### config.mk
export PLATFORM = sky130hd
export DESIGN_NAME = pwr_mode_sup
export DESIGN_NICKNAME = d
export VERILOG_FILES = /design/src/rtl/pms_pkg.sv /design/src/rtl/pms_pin_sync.sv /design/src/rtl/pms_watchdog.sv /design/src/rtl/pms_irq_guard.sv /design/src/rtl/pwr_mode_sup.sv
export SDC_FILE = /design/constraint.sdc
export NUM_CORES = 1
export LEC_CHECK = 0
export ABC_AREA = 1
export BUFFER_PORTS_ARGS = -buffer_cell sky130_fd_sc_hd__buf_2
export CORE_ASPECT_RATIO = 2
export CORE_MARGIN = 2
export CORE_UTILIZATION = 48
export DETAILED_ROUTE_END_ITERATION = 8
export GPL_TIMING_DRIVEN = 0
export PLACE_DENSITY = 0.71
export SLEW_MARGIN = 10
export SYNTH_ARGS = -nofsm -noshare
export SYNTH_HDL_FRONTEND = slang
export SYNTH_SLANG_ARGS = --single-unit
export TNS_END_PERCENT = 50
### constraint.sdc
create_clock -name clk -period 4.6 [get_ports clk]
set_input_delay 0.69 -clock clk [delete_from_list [all_inputs] [get_ports clk]]
set_output_delay 0.69 -clock clk [all_outputs]
set_load 0.005 [all_outputs]
### src/rtl/pms_pkg.sv
package pms_pkg;

  typedef enum logic [1:0] {
    PM_START = 2'd0,
    PM_NORM  = 2'd1,
    PM_STBY  = 2'd2,
    PM_SLEEP = 2'd3
  } pms_mode_e;

  typedef enum logic [2:0] {
    RS_POR  = 3'd0,
    RS_WDOG = 3'd1,
    RS_BUS  = 3'd2,
    RS_PIN  = 3'd3,
    RS_AUX  = 3'd4,
    RS_TMO  = 3'd5,
    RS_ICC  = 3'd6
  } pms_src_e;

  localparam int IB_WD  = 0;
  localparam int IB_BUS = 1;
  localparam int IB_PIN = 2;
  localparam int IB_ICC = 3;
  localparam int IRQ_W  = 4;

  localparam int MSW = 16;
  typedef logic [MSW-1:0] pms_ms_t;

  // Legal register-driven mode steps; Sleep is reachable only from Normal or Standby.
  function automatic logic mode_step_ok(pms_mode_e cur, pms_mode_e req);
    logic ok;
    case (cur)
      PM_START: ok = (req == PM_NORM);
      PM_NORM:  ok = (req == PM_STBY) || (req == PM_SLEEP);
      PM_STBY:  ok = (req == PM_NORM) || (req == PM_SLEEP);
      default:  ok = 1'b0;
    endcase
    return ok;
  endfunction

  // Whether the watchdog counts in the given mode.
  function automatic logic wd_active(pms_mode_e m, logic off_opt, logic icc_hi);
    logic run;
    case (m)
      PM_STBY:  run = !off_opt || icc_hi;
      PM_SLEEP: run = !off_opt;
      default:  run = 1'b1;
    endcase
    return run;
  endfunction

  // Overflow limit in ticks: long period under current gating, else programmed value (min 1).
  function automatic pms_ms_t wd_limit(pms_mode_e m, logic off_opt, pms_ms_t per, pms_ms_t longest);
    pms_ms_t lim;
    if (m == PM_STBY && off_opt) lim = longest;
    else if (per == '0)          lim = pms_ms_t'(1);
    else                         lim = per;
    return lim;
  endfunction

  // Auxiliary overload is a wake source only while that supply is on or cycling.
  function automatic logic aux_counts(logic [1:0] aux_m);
    return aux_m != 2'd0;
  endfunction

endpackage

### src/rtl/pms_pin_sync.sv
module pms_pin_sync #(
  parameter logic IDLE = 1'b1
) (
  input  logic clk,
  input  logic rst_n,
  input  logic pin,
  output logic rise,
  output logic fall
);
  logic s1, s2, s3;

  always_ff @(posedge clk or negedge rst_n) begin
    if (!rst_n) begin
      s1 <= IDLE;
      s2 <= IDLE;
      s3 <= IDLE;
    end else begin
      s1 <= pin;
      s2 <= s1;
      s3 <= s2;
    end
  end

  assign rise = s2 & ~s3;
  assign fall = ~s2 & s3;
endmodule

### src/rtl/pms_watchdog.sv
module pms_watchdog #(
  parameter int CW = 16
) (
  input  logic          clk,
  input  logic          rst_n,
  input  logic          tick,
  input  logic          run,
  input  logic          restart,
  input  logic [CW-1:0] limit,
  output logic          ovf
);
  logic [CW-1:0] cnt;
  logic          at_end;

  assign at_end = (cnt == (limit - CW'(1)));
  assign ovf    = run && tick && at_end;

  always_ff @(posedge clk or negedge rst_n) begin
    if (!rst_n)                 cnt <= '0;
    else if (restart || !run)   cnt <= '0;
    else if (tick) begin
      if (at_end) cnt <= '0;
      else        cnt <= cnt + CW'(1);
    end
  end
endmodule

### src/rtl/pms_irq_guard.sv
module pms_irq_guard #(
  parameter int WIN = 256
) (
  input  logic clk,
  input  logic rst_n,
  input  logic tick,
  input  logic pending,
  input  logic rd,
  output logic expire
);
  localparam int GW = $clog2(WIN + 1);
  logic [GW-1:0] cnt;

  assign expire = pending && !rd && tick && (cnt == GW'(WIN - 1));

  always_ff @(posedge clk or negedge rst_n) begin
    if (!rst_n)                cnt <= '0;
    else if (!pending || rd)   cnt <= '0;
    else if (tick && !expire)  cnt <= cnt + GW'(1);
  end
endmodule

### src/rtl/pwr_mode_sup.sv
module pwr_mode_sup
  import pms_pkg::*;
#(
  parameter int WD_PW      = 11,
  parameter int WD_MAX_MS  = 1024,
  parameter int WD_INIT_MS = 255,
  parameter int IRQ_WIN_MS = 256,
  parameter int RST_CYC    = 4
) (
  input  logic             clk,
  input  logic             rst_n,
  input  logic             tick_ms,
  input  logic             mode_wr,
  input  logic [1:0]       mode_req,
  input  logic             cfg_wr,
  input  logic [WD_PW-1:0] cfg_period,
  input  logic             cfg_wd_ie,
  input  logic             cfg_wd_off,
  input  logic             cfg_wake_irq,
  input  logic             irq_rd,
  input  logic             can_wake,
  input  logic             lin_wake,
  input  logic             loc_wake,
  input  logic             icc_above,
  input  logic             aux_ovl,
  input  logic [1:0]       aux_mode,
  output logic             sys_rst_n,
  output logic             irq,
  output logic             mcu_sup_en,
  output logic             ext_sup_en,
  output logic             wd_ie,
  output logic [1:0]       mode,
  output logic [2:0]       rst_src,
  output logic [3:0]       irq_reg
);
  localparam int RCW = $clog2(RST_CYC + 1);

  // State
  pms_mode_e        mode_q;
  pms_src_e         src_q;
  logic [RCW-1:0]   rst_cnt;
  logic [IRQ_W-1:0] irq_q;
  logic             ie_q, off_q, wsel_q, bus_q, icc_q;
  logic [WD_PW-1:0] per_q;

  // Named internal events
  logic             pin_rise, pin_fall, bus_rise, icc_rise;
  logic             in_stby, in_sleep;
  logic             stby_bus, stby_pin, stby_icc;
  logic             slp_bus, slp_pin, aux_evt;
  logic             wd_ovf, wd_as_irq, wd_as_rst, win_expire;
  logic             rst_evt, mode_chg, wd_restart, wd_run, irq_new_any;
  pms_src_e         rst_code;
  pms_mode_e        req_mode;
  pms_ms_t          wd_lim;
  logic [IRQ_W-1:0] irq_set;

  pms_pin_sync #(.IDLE(1'b1)) u_pin (
    .clk  (clk),
    .rst_n(rst_n),
    .pin  (loc_wake),
    .rise (pin_rise),
    .fall (pin_fall)
  );

  assign in_stby  = (mode_q == PM_STBY);
  assign in_sleep = (mode_q == PM_SLEEP);
  assign bus_rise = (can_wake | lin_wake) & ~bus_q;
  assign icc_rise = icc_above & ~icc_q;

  assign stby_bus = in_stby & bus_rise;
  assign stby_pin = in_stby & (pin_rise | pin_fall);
  assign stby_icc = in_stby & off_q & icc_rise;
  assign slp_bus  = in_sleep & bus_rise;
  assign slp_pin  = in_sleep & pin_fall;
  assign aux_evt  = in_sleep & aux_ovl & aux_counts(aux_mode);

  assign wd_run = wd_active(mode_q, off_q, icc_above);
  assign wd_lim = wd_limit(mode_q, off_q, pms_ms_t'(per_q), pms_ms_t'(WD_MAX_MS));

  pms_watchdog #(.CW(MSW)) u_wd (
    .clk    (clk),
    .rst_n  (rst_n),
    .tick   (tick_ms),
    .run    (wd_run),
    .restart(wd_restart),
    .limit  (wd_lim),
    .ovf    (wd_ovf)
  );

  pms_irq_guard #(.WIN(IRQ_WIN_MS)) u_guard (
    .clk    (clk),
    .rst_n  (rst_n),
    .tick   (tick_ms),
    .pending(irq_q != '0),
    .rd     (irq_rd),
    .expire (win_expire)
  );

  assign wd_as_irq = wd_ovf & ie_q & ~in_sleep;
  assign wd_as_rst = wd_ovf & ~wd_as_irq;

  always_comb begin
    irq_set         = '0;
    irq_set[IB_WD]  = wd_as_irq;
    irq_set[IB_BUS] = stby_bus & wsel_q;
    irq_set[IB_PIN] = stby_pin & wsel_q;
    irq_set[IB_ICC] = stby_icc & wsel_q;
  end
  assign irq_new_any = |irq_set;

  // Reset cause, highest priority first
  always_comb begin
    rst_evt  = 1'b1;
    rst_code = RS_POR;
    if (win_expire)                            rst_code = RS_TMO;
    else if (wd_as_rst)                        rst_code = RS_WDOG;
    else if (aux_evt)                          rst_code = RS_AUX;
    else if (slp_bus || (stby_bus && !wsel_q)) rst_code = RS_BUS;
    else if (slp_pin || (stby_pin && !wsel_q)) rst_code = RS_PIN;
    else if (stby_icc && !wsel_q)              rst_code = RS_ICC;
    else                                       rst_evt  = 1'b0;
  end

  assign req_mode   = pms_mode_e'(mode_req);
  assign mode_chg   = !rst_evt && mode_wr && mode_step_ok(mode_q, req_mode);
  assign wd_restart = cfg_wr | mode_chg | rst_evt;

  always_ff @(posedge clk or negedge rst_n) begin
    if (!rst_n) begin
      mode_q  <= PM_START;
      src_q   <= RS_POR;
      rst_cnt <= RCW'(RST_CYC);
      irq_q   <= '0;
      ie_q    <= 1'b0;
      off_q   <= 1'b0;
      wsel_q  <= 1'b0;
      per_q   <= WD_PW'(WD_INIT_MS);
      bus_q   <= 1'b0;
      icc_q   <= 1'b0;
    end else begin
      bus_q <= can_wake | lin_wake;
      icc_q <= icc_above;
      if (cfg_wr) begin
        per_q  <= cfg_period;
        off_q  <= cfg_wd_off;
        wsel_q <= cfg_wake_irq;
      end
      if (wd_ovf)      ie_q <= 1'b0;
      else if (cfg_wr) ie_q <= cfg_wd_ie;
      if (rst_evt) begin
        mode_q  <= PM_START;
        src_q   <= rst_code;
        rst_cnt <= RCW'(RST_CYC);
        irq_q   <= '0;
      end else begin
        if (mode_chg)        mode_q  <= req_mode;
        if (rst_cnt != '0)   rst_cnt <= rst_cnt - RCW'(1);
        irq_q <= (irq_rd ? '0 : irq_q) | irq_set;
      end
    end
  end

  assign sys_rst_n  = !in_sleep && (rst_cnt == '0);
  assign mcu_sup_en = !in_sleep;
  assign ext_sup_en = !in_sleep;
  assign irq        = |irq_q;
  assign wd_ie      = ie_q;
  assign mode       = mode_q;
  assign rst_src    = src_q;
  assign irq_reg    = irq_q;
endmodule

==> results.json, run 1 <==
{
  "run_status": "complete, no violations",
  "grt_pass1_wl_mm": 13.2,
  "dp_hpwl_mm": 5.82,
  "first_global_vias": 3011,
  "wire_per_inst_um": 12.7,
  "cts_sinks": 56,
  "top_register": "u_wd.cnt",
  "drive_gt1_share_pct": 17.1,
  "async_flop_share_pct": 100,
  "fin_util_pct": 56.2,
  "drc_errors": 0,
  "slew_viol_final": 0,
  "ctsHtreeMaxLevel": 2,
  "clock_latency_ns": 0.30,
  "synth.most_common_cell": "nand2_1",
  "boundaryPins": 43,
  "port_buffers": 41,
  "fin_worst_skew_ns": 0.00722,
  "synth_top_cell_by_area": "dfrtp_1",
  "ir_drop_mv": 0.367,
  "core_area_um2": 6890,
  "rows": 43,
  "postCtsSetupBuffers": 0,
  "cp.arrival_ns": 3.50,
  "cts-root-buf": "clkbuf_16",
  "place_area_um2": 3720,
  "overflow": 0,
  "startpoint_type": "register",
  "design.die.area_um2": 7820,
  "path_cells": "inv_1, ha_1, buf_4, nand2_1, buf_2, nand2_1, ha_1, nand2_1, xor2_1, xor2_1, inv_1, nand4_2, nor2_2, nand4_4, nand2_2, inv_1, nand2_1, nand2_1",
  "numCtsBuffers": 5,
  "viasPerCell": 5.12,
  "cts_resized": 0,
  "end_kind": "register",
  "largest_register_ff_count": 16,
  "met1_length_mm": 2.70,
  "gp_congestion": 0.862,
  "top_layer": "met4",
  "synth_ff_type": "dfrtp_1",
  "die_h_um": 123,
  "worst_pin_slew_ns": 1.02,
  "finalHoldViolCount": 0,
  "fin_setup_tns_ns": 0,
  "die_w_um": 63.5,
  "crit_path_frequent_cell": "nand2_1",
  "fin_crit_sh_pct": 71.8,
  "synth_nets": 487,
  "area_delta_synth_final_pct": 13.6,
  "synth_commonest_cells": "nand2_1 (102), inv_1 (80), nor2_1 (54), dfrtp_1 (44), nand3_1 (26)",
  "syn_avg_cell_area_um2": 7.60,
  "path_class": "register to register",
  "synth_edf_count": 0,
  "wl_met3_um": 199,
  "setup_viol": 0,
  "hold_path_depth": 0,
  "vias": 3008,
  "fin_nets": 535,
  "synthTopCellsByArea": "dfrtp_1 (32%), nand2_1 (11%), dfstp_2 (9.3%)",
  "yosysTopAreaCellShare_pct": 32.4,
  "path_clk_slew_ns": 0.07,
  "cts_tree": "yes",
  "drt_wl_total_mm": 7.45,
  "stdcell_area_um2": 3870,
  "grt_max_degree": 57,
  "critical_path.max_stage_delay_ns": 0.39,
  "syn_inst": 448,
  "power_density_nw_per_um2": 383,
  "initial_core_util_pct": 49.4,
  "fmax_ghz": 0.303,
  "grt_usage_pct": 21.5,
  "cp_max_fo": 10,
  "wl_met2_mm": 4.33,
  "maxCapViolCount": 0,
  "yosysWarnings": 0,
  "hold_path_class": "register to register",
  "synth_cell_types": 35,
  "firstDrtPassIters": 4,
  "rsz0062_at_grt": "no",
  "slowest_stage": "dfrtp_1",
  "antenna_found_initial": 0,
  "largestRegisters": "u_wd.cnt: 16 flops, per_q: 11 flops, u_guard.cnt: 9 flops",
  "yosysSeqAreaShare_pct": 41.6,
  "drtAntennaViolNets": 0,
  "cts_hold_buf": 0,
  "drt-initial-drc-count": 148,
  "cts_buffer_depth": 2,
  "worstPathRequired_ns": 4.79,
  "syn-cell-area_um2": 3400,
  "n_antenna_cell": 0,
  "maxSlewHeadroom_pct": 31.3,
  "reg2reg_depth": 18,
  "min_period_ns": 3.30,
  "synth_seq_cells": 56,
  "p_leak_nw": 1.91
}
path summary, 6_finish.rpt:
path / to / startpoint / slack (ns)
worst max register to register: rst_src[2] / mode[0] / 1.30
worst max-delay path: rst_src[2] / mode[0] / 1.30
worst min register to register: u_pin.s2 / u_pin.s1 / 0.36
max in group asynchronous: wd_ie / rst_n / 3.70
worst min-delay path: u_pin.s2 / u_pin.s1 / 0.36
min in group asynchronous: u_guard.cnt[3] / rst_n / 0.43
cells by family after synthesis:
| group | share of synthesized area (%) |
|---|---|
| AOI/OAI and AO/OA | 8.05 |
| xor gates and xnor gates | 5.15 |
| adders and majority gates | 3.68 |
| buffers and inverters | 10.7 |
| DFF | 41.6 |
| muxes | 1.99 |
| and+or+nand+nor | 28.9 |
final cells by class:
type	instances	area, µm²
buffer	10	62.6
timing repair buffer	41	208
tap	90	113
fill	692	3020
multi-input combinational	302	1620
inverter	80	300
clock inverter	3	18.8
clock buffer	5	125
sequential	56	1420
placed cells by master, fill, tap and decap left out, drive strengths merged:
master and instances:
buf 47, xor2 17, nand3b 5, clkinv 3, dfrtp 44, inv 80, or2 2, nor3 9
a31o 1, nand2 103, a21oi 12, clkbuf 9, nand4 17, o21ai 29, nand3 26, or3 1
a22oi 1, a32oi 1, nor2 55, a32o 1, o22ai 2, dfstp 12, mux2 6, xnor2 3
ha 10, o211a 1
metrics by stage:
stage	instances	power, mW	hold slack [ns]	setup slack (ns)
2_1_floorplan	448	0.966	0.345	1.77
3_3_place_gp	579	1.10	0.345	1.33
3_5_place_dp	579	1.11	0.348	1.31
4_1_cts	587	1.49	0.359	1.29
5_1_grt	587	1.59	0.365	0.942
6_report	587	1.48	0.357	1.30
report_power, final:
| group | internal [mW] | switching (mW) |
|---|---|---|
| sequential | 0.560 | 0.0448 |
| combinational | 0.197 | 0.300 |
| clock | 0.201 | 0.177 |
worst max-delay path: cells and delay by family, from the launching register on:
family                   cells  cell delay (ns)
XOR/XNOR                     2             0.42
adder cells (fa/ha/maj)      2             0.52
buffers and inverters        5             0.61
flip-flops                   1             0.39
AND/OR/NAND/NOR              9             1.27
per-layer routing:
metal,up-vias,track usage (%)
met5,-,0
met3,17,2.91
li1,1514,-
met2,55,41.4
met1,1422,22.4
met4,0,10.5
No activity file was read; power rests on OpenSTA's default activity.
==> run 2, diff against run 1 <==
PLACE_DENSITY = 0.74   (was 0.71)
clock period = 2.9 ns   (was 4.6 ns; I/O delays follow)
==> results.json, run 2 (synthesized netlist as in run 1, its figures left out) <==
{
  "use_met2_pct": 44.9,
  "gp_congestion": 0.875,
  "grt_max_degree": 57,
  "hold_path_class": "primary input to asynchronous set/reset pin",
  "worstPathRequired_ns": 3.07,
  "die_w_um": 63.5,
  "drt_wl_total_mm": 7.78,
  "fin_nets": 547,
  "cp_max_fo": 10,
  "maxCapViolCount": 0,
  "worst_pin_slew_ns": 0.716,
  "critical_path.max_stage_delay_ns": 0.39,
  "ir_drop_mv": 0.599,
  "slowest_stage": "dfrtp_1",
  "mostFrequentLayoutCells": "nand2_1 (99), inv_1 (80), nor2_1 (52)",
  "fmax_ghz": 0.362,
  "stdcell_count": 599,
  "finalHoldViolCount": 0,
  "firstDrtPassIters": 4,
  "regArea_um2": 1420,
  "cts_buffer_depth": 2,
  "fin_worst_skew_ns": 0.00686,
  "end_kind": "register",
  "antenna_found_initial": 0,
  "power_density_nw_per_um2": 614,
  "grt_pass1_wl_mm": 13.4,
  "fin_setup_tns_ns": 0,
  "n_antenna_cell": 0,
  "cp.arrival_ns": 2.93,
  "stdcell_area_um2": 4060,
  "path_clk_slew_ns": 0.07,
  "ctsHtreeMaxLevel": 2,
  "area_delta_synth_final_pct": 19.3,
  "cts-root-buf": "clkbuf_16",
  "met1_usage_pct": 20.7,
  "n_fill_cell": 657,
  "cts_sinks": 56,
  "busiest_layer": "met2",
  "cts_tree": "yes",
  "dp.cells": 579,
  "drc_errors": 0,
  "overflow": 0,
  "multi_input_area_um2": 1710,
  "startpoint_type": "register",
  "fin_crit_sh_pct": 95.2,
  "drt-initial-drc-count": 108,
  "largest_register_ff_count": 16,
  "design.die.area_um2": 7820,
  "final_common_cell": "nand2_1",
  "wire_per_inst_um": 13.0,
  "clock_latency_ns": 0.30,
  "core_area_um2": 6890,
  "numCtsBuffers": 5,
  "rows": 43,
  "die_h_um": 123,
  "path_cells": "inv_1, ha_1, buf_6, nand2_2, buf_6, nand2_2, ha_4, nand3_2, nor2_4, xor2_2, buf_4, nand2_1, nand4_4, nor2_4, nand4_4, buf_4, nand4_1, nand2_1",
  "boundaryPins": 43,
  "port_buffers": 41,
  "grt_usage_pct": 21.7,
  "path_class": "register to register",
  "min_period_ns": 2.76,
  "maxSlewHeadroom_pct": 52.3,
  "viasPerCell": 5.08,
  "setup_viol": 0,
  "drive_gt1_share_pct": 21.4,
  "place_area_um2": 3720,
  "first_global_vias": 3153,
  "drtAntennaViolNets": 0,
  "whs_ns": 0.186,
  "run_status": "complete, no violations",
  "initial_core_util_pct": 49.4,
  "slew_viol_final": 0,
  "largestRegisters": "u_wd.cnt: 16 flops, per_q: 11 flops, u_guard.cnt: 9 flops",
  "vias": 3044,
  "top_register": "u_wd.cnt",
  "use_met3_pct": 2.18,
  "rsz0062_at_grt": "yes",
  "p_leak_nw": 1.98,
  "dp_hpwl_mm": 5.85
}
-- run 2: critical path, delay by kind of cell (launching register included) --
| kind | cells | cell delay, ns |
|---|---|---|
| buffers and inverters | 5 | 0.67 |
| DFF | 1 | 0.39 |
| adders and majority gates | 2 | 0.38 |
| and+or+nand+nor | 10 | 1.04 |
| xor gates and xnor gates | 1 | 0.15 |
-- run 2: routing by layer --
layer	routed length [µm]	vias up
met2	4580	42
met4	197	0
met3	153	14
met1	2860	1459
met5	0	-
li1	-	1529
-- run 2: through the flow --
stage | util, % | power, mW | setup WS, ns
after floorplan | - | 1.53 | 0.0732
after global placement | 54.0 | 1.73 | -0.326
after detailed placement | 54.0 | 1.77 | -0.399
after CTS | 57.4 | 2.43 | 0.00961
after global routing | 59.0 | 2.65 | -0.0192
final | 59.0 | 2.49 | 0.140
-- run 2: layout make-up --
class,instances,share of cell area (%)
Clock inverter,2,0.246
Timing Repair Buffer,53,7.33
Multi-Input combinational cell,302,42.2
Clock buffer,6,3.42
Inverter,80,7.39
Buffer,10,1.79
Tap cell,90,2.77
Sequential cell,56,34.9
-- run 2: path summary, 6_finish.rpt --
path / cells after the start / startpoint / endpoint / slack [ns]
max: 18 / mode[0] / mode[1] / 0.14
min: 1 / rst_n / u_guard.cnt[5] / 0.19
max reg2reg: 18 / mode[0] / mode[1] / 0.14
min reg2reg: 0 / u_pin.s1 / u_pin.s2 / 0.36
max in group asynchronous: 1 / rst_n / per_q[8] / 2.23
min in group clk: 1 / loc_wake / u_pin.s1 / 0.23
-- run 2: what timing repair did --
| action | CTS | global route |
|---|---|---|
| setup buffers | 7 | 4 |
| hold buffers | 0 | 0 |
| gates resized for setup | 8 | 15 |
| pin swaps | 5 | 6 |
| gates cloned | 0 | 1 |
| endpoints found under the setup margin | 29 | 29 |
-- run 2: power breakdown --
part,internal (mW),switching (mW)
sequential,0.889,0.0745
combinational,0.389,0.529
clock,0.341,0.270
total,1.62,0.874
